File: config.mk
export PLATFORM = sky130hd
export DESIGN_NAME = seg_merge_unit
export DESIGN_NICKNAME = d
export VERILOG_FILES = /design/src/rtl/seg_merge_pkg.sv /design/src/rtl/lane_pick.sv /design/src/rtl/seg_match.sv /design/src/rtl/txn_trim.sv /design/src/rtl/seg_merge_unit.sv
export SDC_FILE = /design/constraint.sdc
export NUM_CORES = 2
export LEC_CHECK = 0
export ABC_AREA = 1
export BUFFER_PORTS_ARGS = -buffer_cell sky130_fd_sc_hd__buf_2
export CORE_AREA = 2 2 282 284
export DETAILED_ROUTE_END_ITERATION = 10
export DIE_AREA = 0 0 284 286
export PLACE_DENSITY = 0.78
export RECOVER_POWER = 100
export SLEW_MARGIN = 40
export SYNTH_ARGS = -nofsm -noshare
export SYNTH_HDL_FRONTEND = slang
export SYNTH_SLANG_ARGS = --single-unit
File: constraint.sdc
create_clock -name clk -period 31.8 [get_ports clk]
set_clock_uncertainty 0.1 [all_clocks]
set_input_delay 6.36 -clock clk [delete_from_list [all_inputs] [get_ports clk]]
set_output_delay 6.36 -clock clk [all_outputs]
set_load 0.02 [all_outputs]
File: src/rtl/seg_merge_pkg.sv
package seg_merge_pkg;
  // bytes per lane word for a word-size code
  function automatic logic [7:0] word_bytes(input logic [1:0] code);
    return 8'd2 << code;
  endfunction

  // aligned segment width for a word-size code
  function automatic logic [7:0] seg_bytes(input logic [1:0] code);
    case (code)
      2'd0:    return 8'd32;
      2'd1:    return 8'd64;
      default: return 8'd128;
    endcase
  endfunction
endpackage

File: src/rtl/lane_pick.sv
module lane_pick #(
  parameter int LANES = 16,
  localparam int LW = $clog2(LANES)
) (
  input  logic [LANES-1:0] pend,
  output logic [LANES-1:0] lead_oh,
  output logic [LW-1:0]    lead_idx
);
  always_comb begin
    lead_oh  = '0;
    lead_idx = '0;
    for (int i = LANES - 1; i >= 0; i--) begin
      if (pend[i]) begin
        lead_oh  = '0;
        lead_oh[i] = 1'b1;
        lead_idx = LW'(i);
      end
    end
  end
endmodule

File: src/rtl/seg_match.sv
module seg_match #(
  parameter int AW = 32,
  parameter int LANES = 16
) (
  input  logic [LANES-1:0]    pend,
  input  logic [LANES*AW-1:0] addr_flat,
  input  logic [AW-1:0]       seg_base,
  input  logic [AW-1:0]       seg_mask,
  input  logic [7:0]          wbytes,
  output logic [LANES-1:0]    grp,
  output logic [7:0]          lo_off,
  output logic [7:0]          hi_end
);
  logic [7:0] off_a [LANES];
  logic [7:0] end_a [LANES];

  for (genvar i = 0; i < LANES; i++) begin : g_lane
    logic [AW-1:0] a_i;
    assign a_i      = addr_flat[i*AW +: AW];
    assign grp[i]   = pend[i] && ((a_i & ~seg_mask) == seg_base);
    assign off_a[i] = a_i[7:0] & seg_mask[7:0];
    assign end_a[i] = off_a[i] + wbytes;
  end

  // lowest used offset and one past the highest used byte within the segment
  always_comb begin
    lo_off = 8'hFF;
    hi_end = 8'h00;
    for (int i = 0; i < LANES; i++) begin
      if (grp[i]) begin
        if (off_a[i] < lo_off) lo_off = off_a[i];
        if (end_a[i] > hi_end) hi_end = end_a[i];
      end
    end
  end
endmodule

File: src/rtl/txn_trim.sv
module txn_trim #(
  parameter int AW = 32,
  parameter int MAX_SEG = 128,
  parameter int MIN_TXN = 32,
  localparam int STEPS = $clog2(MAX_SEG / MIN_TXN)
) (
  input  logic [AW-1:0] seg_base,
  input  logic [7:0]    seg_sz,
  input  logic [7:0]    lo_off,
  input  logic [7:0]    hi_end,
  output logic [AW-1:0] txn_base,
  output logic [7:0]    txn_bytes
);
  logic [7:0] o, sz, half;

  always_comb begin
    o    = 8'd0;
    sz   = seg_sz;
    half = 8'd0;
    for (int k = 0; k < STEPS; k++) begin
      if (sz > 8'(MIN_TXN)) begin
        half = sz >> 1;
        if (hi_end <= o + half) begin
          sz = half;
        end else if (lo_off >= o + half) begin
          o  = o + half;
          sz = half;
        end
      end
    end
    txn_base  = seg_base | {{(AW-8){1'b0}}, o};
    txn_bytes = sz;
  end
endmodule

File: src/rtl/seg_merge_unit.sv
module seg_merge_unit
  import seg_merge_pkg::*;
#(
  parameter int AW = 32,
  parameter int LANES = 16,
  localparam int LW = $clog2(LANES)
) (
  input  logic                clk,
  input  logic                rst_n,
  input  logic                start,
  input  logic [1:0]          wsize_in,
  input  logic [LANES-1:0]    act_in,
  input  logic [LANES*AW-1:0] addr_in,
  output logic                busy,
  output logic                txn_valid,
  input  logic                txn_ready,
  output logic [AW-1:0]       txn_base,
  output logic [7:0]          txn_bytes,
  output logic [LANES-1:0]    txn_mask,
  output logic                done
);
  logic                busy_q, done_q;
  logic [LANES-1:0]    pend_q;
  logic [LANES*AW-1:0] addr_q;
  logic [1:0]          code_q;

  // named internal events for the checks
  logic [LANES-1:0] lead_oh, grp, left_after;
  logic [LW-1:0]    lead_idx;
  logic [AW-1:0]    lead_addr, seg_base, seg_mask;
  logic [7:0]       seg_sz, wb, lo_off, hi_end;
  logic             hs, last_hs, take;

  lane_pick #(.LANES(LANES)) u_pick (
    .pend(pend_q), .lead_oh(lead_oh), .lead_idx(lead_idx)
  );

  assign seg_sz    = seg_bytes(code_q);
  assign wb        = word_bytes(code_q);
  assign seg_mask  = AW'(seg_sz) - AW'(1);
  assign lead_addr = addr_q[int'(lead_idx)*AW +: AW];
  assign seg_base  = lead_addr & ~seg_mask;

  seg_match #(.AW(AW), .LANES(LANES)) u_match (
    .pend(pend_q), .addr_flat(addr_q), .seg_base(seg_base), .seg_mask(seg_mask),
    .wbytes(wb), .grp(grp), .lo_off(lo_off), .hi_end(hi_end)
  );

  txn_trim #(.AW(AW)) u_trim (
    .seg_base(seg_base), .seg_sz(seg_sz), .lo_off(lo_off), .hi_end(hi_end),
    .txn_base(txn_base), .txn_bytes(txn_bytes)
  );

  assign txn_valid  = busy_q;
  assign txn_mask   = grp;
  assign busy       = busy_q;
  assign done       = done_q;
  assign hs         = txn_valid && txn_ready;
  assign left_after = pend_q & ~grp;
  assign last_hs    = hs && (left_after == '0);
  assign take       = start && !busy_q;

  always_ff @(posedge clk or negedge rst_n) begin
    if (!rst_n) begin
      busy_q <= 1'b0;
      done_q <= 1'b0;
      pend_q <= '0;
      addr_q <= '0;
      code_q <= '0;
    end else begin
      done_q <= 1'b0;
      if (take) begin
        pend_q <= act_in;
        addr_q <= addr_in;
        code_q <= wsize_in;
        busy_q <= |act_in;
        done_q <= ~|act_in;
      end else if (hs) begin
        pend_q <= left_after;
        if (last_hs) begin
          busy_q <= 1'b0;
          done_q <= 1'b1;
        end
      end
    end
  end


  lead_in_group_chk: assert property (@(posedge clk) disable iff (!rst_n)
    txn_valid |-> (lead_oh != '0) && ((grp & lead_oh) == lead_oh));

  group_subset_chk: assert property (@(posedge clk) disable iff (!rst_n)
    txn_valid |-> ((grp & ~pend_q) == '0));

  size_legal_chk: assert property (@(posedge clk) disable iff (!rst_n)
    txn_valid |-> (txn_bytes inside {8'd32, 8'd64, 8'd128}) &&
                  ((txn_base & (AW'(txn_bytes) - AW'(1))) == '0));

  lead_covered_chk: assert property (@(posedge clk) disable iff (!rst_n)
    txn_valid |-> (lead_addr >= txn_base) &&
                  (lead_addr + AW'(wb) <= txn_base + AW'(txn_bytes)));

  stall_hold_chk: assert property (@(posedge clk) disable iff (!rst_n)
    txn_valid && !txn_ready |=> txn_valid && $stable(txn_base) &&
                                $stable(txn_bytes) && $stable(txn_mask));

  done_excl_chk: assert property (@(posedge clk) disable iff (!rst_n)
    done |-> !txn_valid);

  busy_hold_chk: assert property (@(posedge clk) disable iff (!rst_n)
    busy && !hs |=> $stable(pend_q) && $stable(code_q));
endmodule

==> results.md <==
- finished with violations — run status
- capacitance limit, slew limit, setup timing — failing checks
- 25.34 ns — Worst Path Required
- 4.43 ns — actual transition at the worst max-transition pin
- 0.0419 sq mm — Syn Std Cell Area
- 0.67 ns — Clock Latency Late Sink
- sky130_fd_sc_hd__dfrtp_1 (32%), sky130_fd_sc_hd__nand2_1 (22%), sky130_fd_sc_hd__ha_1 (8.5%) — cells taking the most area after synthesis
- 58 — number of clock buffers inserted by TritonCTS
- 593 — num ports
- 0 — Yosys warning total
- 0 — endpoints failing hold
- 103 — num rows
- 48,300 — via count
- 284 um — width of the die
- 0.0812 sq mm — die area
- 0.439 ns — worst hold slack
- sky130_fd_sc_hd__nand2_1 (2,465), sky130_fd_sc_hd__nand3_1 (656), sky130_fd_sc_hd__dfrtp_1 (532) — most used standard cells in the synthesized netlist
- 6,332 — number of design-rule violations left by the first detailed-router iteration
- 532 — synthesis-stage register bit count
- 584 — Port Buf Inserts
- 147,000 um — half-perimeter wire length of the detailed placement result
- 0 — CTS hold repair buffers
- 0.52 ns — Critical Path Max Stage Delay
- 7,834 — post-layout net count
- 45.7% — overall routing resource usage
- 24.2 um — average detailed-routed wire length per instance
- 100% — share of flip-flops with an asynchronous set or reset after synthesis
- 44,700 — via count of the first global-routing pass
- 101% — share of the cycle needed by the critical path after routing
- sky130_fd_sc_hd__fa_1 — slowest stage cell on the critical path
- output port — endpoint class of the critical path
- busy — critical register-to-register path startpoint
- 0 — number of design rule violations left after detail routing
- 27.4% — Layout Area Growth over Synthesis
- pend_q[14] — start point of the critical path
- 55 — count of unique library cells instantiated by Yosys
- flop to flop — worst min path class
- -0.169 ns — Final Worst Setup Slack
- 1.05 — Routability Congestion
- 278,000 um — wire length of the first global-routing pass
- 8 — drt first pass iters
- yes — unrepaired setup endpoints after global routing
- sky130_fd_sc_hd__nand2_1 — most common cell in the netlist
- built — TritonCTS clock tree
- sky130_fd_sc_hd__dfrtp_1 — cell type contributing the most total cell area after synthesis
- 13 — biggest fanout along the worst timing path
- 0 — number of enable-type register cells in the synthesized netlist
- flop to output port — critical path start-end classification
- 0.0784 sq mm — core area
- 31.8% — share of the yosys chip area belonging to registers
- 31.97 ns — Min Clock Period, post-route
- 6,120 — count of mapped cells out of synthesis
- 196,000 um — wirelength, routed
- 31.8% — portion of synthesized cell area occupied by the leading cell type
- 286 um — vertical die dimension
- 25.51 ns — CP arrival
- 23.7% — proportion of layout cells with a drive suffix above 1
- 5.96 — routed via count divided by cell count
- sky130_fd_sc_hd__dfrtp_1 — main flop type after synthesis
- 53.5% — initial standard-cell utilization of the core
- 1,307 — final slew viol count
- 0.06 ns — clock transition time at the flip-flop clock pins of the worst setup and hold paths
- sky130_fd_sc_hd__nand2_1 — library cell appearing most often on the critical path
- 6.85 sq um — average footprint of a synthesized cell
- sky130_fd_sc_hd__clkbuf_16 — clock tree root buffer cell
- 6,774 — fill count
- addr_q[30] — startpoint of the worst hold path
- 0 — post-detailed-route count of antenna-violating nets
- 31.3 MHz — timing-limited maximum frequency
- 8 — endpoints failing setup
- flop — Startpoint Class
- 0 — residual overflow from global routing
- 532 — number of sinks on the clock net
- 7,877 — Placed Cells incl. Taps
- 3 — worst-case clock buffer depth
- 8,093 — Final Instance Count excl. Fillers
- 17 — max-cap violation count
- 143 — pin count of the biggest net entering global routing
- 6 — number of antenna violations at the first check in global routing
- -195% — Slew headroom
- 2 — # H-tree levels
[cell families (layout without fill, tap and decap cells)]
logic type      Yosys count  after routing  synth area share, %
buf+inv                 713           1596                 6.97
xor+xnor                345            345                 7.21
other cells               1             29              0.00895
flops                   532            532                 31.8
fa+ha+maj               303            303                 9.35
compound gates          645            645                 8.74
simple gates           3581           3593                 36.0
[metrics by stage]
step	setup WS [ns]	setup TNS [ns]	util [%]	area [sq um]
3_5_place_dp	-1.22	-9.34	61.7	48400
4_1_cts	0.00699	0	65.3	51200
5_1_grt	-1.63	-12.60	68.1	53400
3_3_place_gp	-0.439	-3.16	61.6	48300
6_report	-0.169	-0.961	68.1	53400
2_1_floorplan	0.104	0	-	42100
[cell type report]
type / count / area [sq um] / area share (%)
multi-input cells: 4912 / 28000 / 52.4
clock buffers: 79 / 1620 / 3.03
repair buffers: 1069 / 7200 / 13.5
well taps: 1050 / 1310 / 2.46
flip-flops and latches: 532 / 13300 / 24.9
clock inverters: 24 / 342 / 0.640
inverters: 422 / 1610 / 3.01
repair inverters: 2 / 11.3 / 0.0211
diodes: 3 / 7.51 / 0.0141
[final timing paths]
| check | endpoint | slack [ns] | cells past startpoint |
|---|---|---|---|
| worst max register to register | addr_q[309] | 16.73 | 8 |
| worst max-delay path | txn_base[5] | -0.17 | 211 |
| max in group asynchronous | addr_q[415] | 14.45 | 5 |
| min in group asynchronous | addr_q[153] | 6.55 | 1 |
| worst min-delay path | addr_q[30] | 0.44 | 2 |
| worst min register to register | addr_q[30] | 0.44 | 2 |
[cell usage in the layout (no fill, tap or decap), types with 52 or more instances in the layout]
cell / instances
sky130_fd_sc_hd__o21ai_0: 170
sky130_fd_sc_hd__clkbuf_16: 59
sky130_fd_sc_hd__inv_1: 372
sky130_fd_sc_hd__nand2_1: 2381
sky130_fd_sc_hd__dfrtp_1: 532
sky130_fd_sc_hd__o21ai_2: 75
sky130_fd_sc_hd__xnor2_1: 196
sky130_fd_sc_hd__o21ai_1: 77
sky130_fd_sc_hd__nor2_1: 167
sky130_fd_sc_hd__nand2_2: 125
sky130_fd_sc_hd__nand3_2: 70
sky130_fd_sc_hd__nand4_1: 58
sky130_fd_sc_hd__buf_4: 397
sky130_fd_sc_hd__xor2_1: 149
sky130_fd_sc_hd__a21oi_1: 124
sky130_fd_sc_hd__buf_2: 575
sky130_fd_sc_hd__nor4_1: 52
sky130_fd_sc_hd__nand3_1: 593
sky130_fd_sc_hd__ha_1: 245
[critical path: cells and delay by family (launching register included)]
kind                     cells  cell delay [ns]
adder cells (fa/ha/maj)     18             5.08
AO/OA/AOI/OAI               33             4.13
AND/OR/NAND/NOR            119            11.27
flip-flops                   1             0.40
buffers and inverters       41             3.82
[timing repair]
item                                    CTS  global route
resized for setup                       185           444
endpoints found under the setup margin    8             8
gates cloned                             12            10
pin swaps                                54           198
setup buffers                            30            59
[routing by layer]
metal,part of all wire (%),vias up,GRT usage [%]
met3,12,751,10.2
met2,43,3113,70.1
met5,0.034,-,0
met1,38,22700,60.1
li1,-,21700,-
met4,6.7,10,24.7
[registers in the layout, indices dropped and copies added (netlist names)]
register / cells
addr_q: 512
busy: 1
code_q: 2
done: 1
pend_q: 16
Power is left out: the tool's default activity adds up to more than one toggle a clock period on the data nets, which glitch-free logic cannot reach.
